===== src/rtl/dmac_pkg.sv =====
`timescale 1ns/1ps
package dmac_pkg;
  localparam int NUM_TMR = 3;

  typedef enum logic [3:0] {
    SRC_AUTO_BURST = 4'd0,
    SRC_AUTO_CYCLE = 4'd1,
    SRC_TMR0       = 4'd2,
    SRC_TMR1       = 4'd3,
    SRC_TMR2       = 4'd4,
    SRC_ADC        = 4'd5,
    SRC_PIN_FALL   = 4'd6,
    SRC_PIN_LOW    = 4'd7
  } srcSel_e;

  typedef struct packed {
    logic [3:0] sel;
    logic       blockSrc;
    logic       down;
    logic       stepEn;
    logic       enable;
  } ctrlReg_t;

  // strobes from control to the address datapath
  typedef struct packed {
    logic load;
    logic step;
    logic down;
    logic word;
  } addrCmd_t;
endpackage


===== src/rtl/dmac_ctrl.sv =====
`timescale 1ns/1ps
module dmac_ctrl
  import dmac_pkg::*;
(
  input  logic               clk,
  input  logic               rstN,
  input  logic               regWrEn,
  input  logic               regSel,
  input  logic [7:0]         wrByte,
  input  logic               xferWord,
  input  logic               reqPinN,
  input  logic [NUM_TMR-1:0] tmrMatch,
  input  logic               adcDone,
  input  logic               xferDone,
  output logic               xferReq,
  output logic               burstMode,
  output logic               blockSrcSide,
  output addrCmd_t           cmd
);
  ctrlReg_t ctrlQ;
  logic     ctrlWr;
  logic     pinS1, pinS2, pinPrev;
  logic     fallDet;
  logic     evHit, pendSrc, pendQ, doneQ;
  logic [NUM_TMR-1:0] tmrSel;

  assign ctrlWr = regWrEn & ~regSel;

  always_ff @(posedge clk or negedge rstN) begin
    if (!rstN) ctrlQ <= '0;
    else if (ctrlWr) ctrlQ <= ctrlReg_t'(wrByte);
  end

  // two-stage synchronizer plus history for edge detection, idle high
  always_ff @(posedge clk or negedge rstN) begin
    if (!rstN) begin
      pinS1   <= 1'b1;
      pinS2   <= 1'b1;
      pinPrev <= 1'b1;
    end else begin
      pinS1   <= reqPinN;
      pinS2   <= pinS1;
      pinPrev <= pinS2;
    end
  end
  assign fallDet = pinPrev & ~pinS2;

  // one decode per timer channel
  for (genvar t = 0; t < NUM_TMR; t++) begin : g_tmr
    assign tmrSel[t] = (ctrlQ.sel == 4'(int'(SRC_TMR0) + t)) & tmrMatch[t];
  end

  always_comb begin
    evHit   = 1'b0;
    pendSrc = 1'b0;
    case (ctrlQ.sel)
      SRC_TMR0, SRC_TMR1, SRC_TMR2: begin evHit = |tmrSel;  pendSrc = 1'b1; end
      SRC_ADC:                      begin evHit = adcDone;  pendSrc = 1'b1; end
      SRC_PIN_FALL:                 begin evHit = fallDet;  pendSrc = 1'b1; end
      default: ;
    endcase
  end

  always_ff @(posedge clk or negedge rstN) begin
    if (!rstN) begin
      pendQ <= 1'b0;
      doneQ <= 1'b0;
    end else begin
      doneQ <= xferDone;
      if (ctrlWr || !ctrlQ.enable) pendQ <= 1'b0;
      else if (evHit)              pendQ <= 1'b1;
      else if (xferDone)           pendQ <= 1'b0;
    end
  end

  always_comb begin
    xferReq = 1'b0;
    if (ctrlQ.enable) begin
      case (ctrlQ.sel)
        SRC_AUTO_BURST: xferReq = 1'b1;
        SRC_AUTO_CYCLE: xferReq = ~doneQ;
        SRC_PIN_LOW:    xferReq = ~pinS2;
        default:        xferReq = pendSrc & pendQ;
      endcase
    end
  end

  assign burstMode    = ctrlQ.enable & (ctrlQ.sel == SRC_AUTO_BURST);
  assign blockSrcSide = ctrlQ.blockSrc;

  assign cmd.load = regWrEn & regSel;
  assign cmd.step = xferDone & ctrlQ.stepEn;
  assign cmd.down = ctrlQ.down;
  assign cmd.word = xferWord;

  p_off_quiet_r1: assert property (@(posedge clk) disable iff (!rstN)
    !ctrlQ.enable |-> (!xferReq && !burstMode));

  p_cs_gap_r8: assert property (@(posedge clk) disable iff (!rstN)
    (ctrlQ.enable && ctrlQ.sel == SRC_AUTO_CYCLE && xferDone && !ctrlWr) |=> !xferReq);

  p_event_hold_r9: assert property (@(posedge clk) disable iff (!rstN)
    (ctrlQ.enable && pendSrc && xferReq && !xferDone && !ctrlWr) |=> xferReq);

  p_bad_code_r12: assert property (@(posedge clk) disable iff (!rstN)
    ctrlQ.sel[3] |-> !xferReq);
endmodule


===== src/rtl/dmac_addr.sv =====
`timescale 1ns/1ps
module dmac_addr
  import dmac_pkg::*;
#(
  parameter int ADDR_W = 24
) (
  input  logic              clk,
  input  logic              rstN,
  input  addrCmd_t          cmd,
  input  logic [ADDR_W-1:0] wrData,
  output logic [ADDR_W-1:0] addr
);
  logic [ADDR_W-1:0] addrQ, delta;

  assign delta = cmd.word ? ADDR_W'(2) : ADDR_W'(1);

  // load wins over step; arithmetic wraps at the register width
  always_ff @(posedge clk or negedge rstN) begin
    if (!rstN)          addrQ <= '0;
    else if (cmd.load)  addrQ <= wrData;
    else if (cmd.step)  addrQ <= cmd.down ? addrQ - delta : addrQ + delta;
  end
  assign addr = addrQ;

  p_fixed_r3: assert property (@(posedge clk) disable iff (!rstN)
    (!cmd.load && !cmd.step) |=> $stable(addrQ));

  p_step_up_r4: assert property (@(posedge clk) disable iff (!rstN)
    (cmd.step && !cmd.load && !cmd.down) |=>
      addrQ == $past(addrQ) + ($past(cmd.word) ? ADDR_W'(2) : ADDR_W'(1)));

  p_step_down_r5: assert property (@(posedge clk) disable iff (!rstN)
    (cmd.step && !cmd.load && cmd.down) |=>
      addrQ == $past(addrQ) - ($past(cmd.word) ? ADDR_W'(2) : ADDR_W'(1)));

  p_load_r6: assert property (@(posedge clk) disable iff (!rstN)
    cmd.load |=> addrQ == $past(wrData));
endmodule


===== src/rtl/dmac_dst_chan.sv =====
`timescale 1ns/1ps
module dmac_dst_chan
  import dmac_pkg::*;
#(
  parameter int ADDR_W = 24
) (
  input  logic              clk,
  input  logic              rstN,
  input  logic              regWrEn,
  input  logic              regSel,
  input  logic [ADDR_W-1:0] regWrData,
  input  logic              xferWord,
  input  logic              reqPinN,
  input  logic [2:0]        tmrMatch,
  input  logic              adcDone,
  input  logic              xferDone,
  output logic              xferReq,
  output logic              burstMode,
  output logic              blockSrcSide,
  output logic [ADDR_W-1:0] dstAddr
);
  addrCmd_t cmd;

  dmac_ctrl u_ctrl (
    .clk, .rstN, .regWrEn, .regSel,
    .wrByte(regWrData[7:0]),
    .xferWord, .reqPinN, .tmrMatch, .adcDone, .xferDone,
    .xferReq, .burstMode, .blockSrcSide, .cmd
  );

  dmac_addr #(.ADDR_W(ADDR_W)) u_addr (
    .clk, .rstN, .cmd,
    .wrData(regWrData),
    .addr(dstAddr)
  );
endmodule


===== config.mk =====
export PLATFORM = sky130hd
export DESIGN_NAME = dmac_dst_chan
export DESIGN_NICKNAME = d
export VERILOG_FILES = /design/src/rtl/dmac_pkg.sv /design/src/rtl/dmac_ctrl.sv /design/src/rtl/dmac_addr.sv /design/src/rtl/dmac_dst_chan.sv
export SDC_FILE = /design/constraint.sdc
export NUM_CORES = 1
export LEC_CHECK = 0
export BUFFER_PORTS_ARGS = -buffer_cell sky130_fd_sc_hd__buf_2
export CAP_MARGIN = 5
export CORE_UTILIZATION = 36
export DETAILED_ROUTE_END_ITERATION = 10
export GPL_TIMING_DRIVEN = 0
export HOLD_SLACK_MARGIN = 0.06
export PLACE_DENSITY = 0.58
export SLEW_MARGIN = 15
export SYNTH_ARGS = -nofsm -noshare
export SYNTH_HDL_FRONTEND = slang
export SYNTH_SLANG_ARGS = --single-unit
export TNS_END_PERCENT = 30

===== constraint.sdc =====
create_clock -name clk -period 3.8 [get_ports clk]
set_clock_uncertainty 0.15 [all_clocks]
set_input_delay 0.38 -clock clk [delete_from_list [all_inputs] [get_ports clk]]
set_output_delay 0.38 -clock clk [all_outputs]
set_load 0.1 [all_outputs]

==> metrics.yaml <==
grt_pass1_vias: 2681
die_h_um: 91.2
via_count: 2726
coreArea_mm2: 0.00773
synth_area_mm2: 0.00287
post-place-ws_ns: 0.128
postLayoutCoreUtil: 0.440
synth.ff_latch_count: 37
post-route-min-period_ns: 3.34
grt_util_all_layers: 0.198
stdcell_count: 506
hold_slack_ns: 0.0509
ys_types: 54
yosys_warnings: 0
clock-root-buffer: "clkbuf_8"
critPathArrivalTime_ns: 3.37
drv_slew: 0
hold_path.class: "in -> async"
postCtsSetupBuffers: 0
p_total_mw: 3.02
die_area_mm2: 0.00832
io_pins: 62
num_rows: 32
drt_iter0_markers: 128
r2r_cells: 10
wl_per_cell_um: 15.6
relSlewSlack: 0.412
grt_max_degree: 38
place_congestion: 0.884
htreeDepth: 2
yosys.area.top_type: "dfrtp_1"
fmax_mhz: 299
end_kind: "register"
rsz0062_at_grt: "no"
async_flop_share: 1.00
layout.nets: 462
syn_to_final_growth_pct: 18.6
antenna_found_initial: 0
place_inst: 497
placed_area_mm2: 0.00331
maxCapViolations: 0
ys_seq_area_frac: 0.324
ys.flop_type: "dfrtp_1"
syn_avg_cell_area_um2: 8.58
power.density_mw_per_mm2: 889
ant_nets: 0
clk_path_buf_depth: 2
synth.area.top_cells: "dfrtp_1, ha_1, a21oi_1"
status: "finished, final reports clean"
required_ns: 3.83
path_clk_slew_ns: 0.08
hold_viol_final: 0
startpoint_type: "register"
setup_tns_ns: 0
die_w_um: 91.2
numCtsBuffers: 5
drc: 0
insertion_delay_ns: 0.30
n_antenna_cell: 0
post-route-period-util: 0.879
initial_core_util: 0.371
synth_top_area_share: 0.297
setup_ws_ns: 0.460
drive_gt1_frac: 0.213
syn_nets: 393
first_pass_iters: 4
cts_tree: "built"
wl_mm: 7.88
worst_slew_pin_slew_ns: 0.882
clock-sinks: 37
crit_type: "reg -> reg"
hpwl_mm: 5.94
leakagePower_nw: 1.57
design_area_mm2: 0.00340
ir_drop_v: 0.000370
n_fill_cell: 804
grt_pass1_wl_mm: 13.0
avgViaCountPerCell: 5.39
grt-ovfl-total: 0
setup-violations-final: 0
synth_edf_count: 0
synth_cells: 334
critPathMaxFanout: 27
multi_input_area_mm2: 0.00186
seq_area_um2: 931
port_buffers: 61
-- cell usage after synthesis, types with 7 or more instances --
library cell,count
clkbuf_1,15
xor2_1,13
nand3_1,8
mux2_2,8
nand2_1,40
xnor2_1,7
nor2_1,32
a21o_1,11
dfrtp_1,34
a21oi_1,35
ha_1,23
a31oi_1,8
o21ai_0,19
-- cell usage in the layout (no fill, tap or decap), types with 11 or more instances in the layout --
| master | count |
|---|---|
| a21oi_1 | 35 |
| o21ai_0 | 19 |
| clkbuf_1 | 16 |
| ha_1 | 23 |
| nor2_1 | 32 |
| xor2_1 | 13 |
| a21o_1 | 11 |
| dfrtp_1 | 33 |
| nand2_1 | 40 |
| buf_2 | 61 |
-- cell families after synthesis --
kind of cell | Yosys count | synth area share
mux | 12 | 0.0454
fa+ha+maj | 24 | 0.107
buf+inv | 21 | 0.0275
flops | 37 | 0.324
xor+xnor | 20 | 0.0611
compound gates | 108 | 0.254
simple gates | 112 | 0.181
-- path summary, 6_finish.rpt --
check,from,slack [ns],to
max in group asynchronous,rstN,2.84,u_ctrl.cmd[1]
max reg2reg,u_ctrl.cmd[1],0.46,u_addr.addr[21]
min in group clk,xferDone,0.10,u_ctrl.doneQ
max,u_ctrl.cmd[1],0.46,u_addr.addr[21]
min reg2reg,u_ctrl.pinS1,0.21,u_ctrl.pinS2
min,rstN,0.05,u_addr.addr[21]
-- layout make-up --
class / instances / share of cell area
multi-input cells: 276 / 0.548
flip-flops and latches: 37 / 0.274
repair buffers: 62 / 0.0927
well taps: 102 / 0.0375
clock buffers: 6 / 0.0213
plain buffers: 16 / 0.0177
inverters: 5 / 0.00552
clock inverters: 2 / 0.00294
-- power breakdown --
group          internal, mW  switching, mW  total (mW)  leakage (nW)
clock network         0.127          0.149       0.277        0.0450
registers             0.507          0.113       0.620         0.437
logic                 0.620           1.51        2.13          1.09
-- routing by layer --
layer,up-vias,share of wire,routed length [µm],global-route usage
li1,1358,-,-,-
met1,1282,0.47,3690,0.264
met2,76,0.46,3650,0.323
met3,10,0.055,434,0.0427
met4,0,0.014,114,0.0556
met5,-,0,0,0
-- critical path, cell delays in order (launching register included) --
cell and delay, ns:
dfrtp_2 0.71, nor2b_1 0.29, ha_1 0.26, nor2b_1 0.14, o31a_1 0.27, o41a_4 0.48
a2111oi_4 0.34, nor3b_1 0.14, a31oi_1 0.21, xor2_1 0.17, o21ai_1 0.08
-- timing repair --
action / CTS / global route
gates resized for setup: 0 / 1
endpoints found under the setup margin: 0 / 6
hold buffers: 1 / 0
hold endpoints to repair: 1 / 0
-- state kept, by name, summed over array words and instances, names as in the netlist --
name                 flops
u_ctrl.pendQ             1
u_ctrl.doneQ             1
u_ctrl.pinS2             1
u_ctrl.cmd               1
u_ctrl.ctrlQ             6
u_ctrl.blockSrcSide      1
u_ctrl.pinPrev           1
u_addr.addr             24
u_ctrl.pinS1             1
No activity file was read; power rests on OpenSTA's default activity.
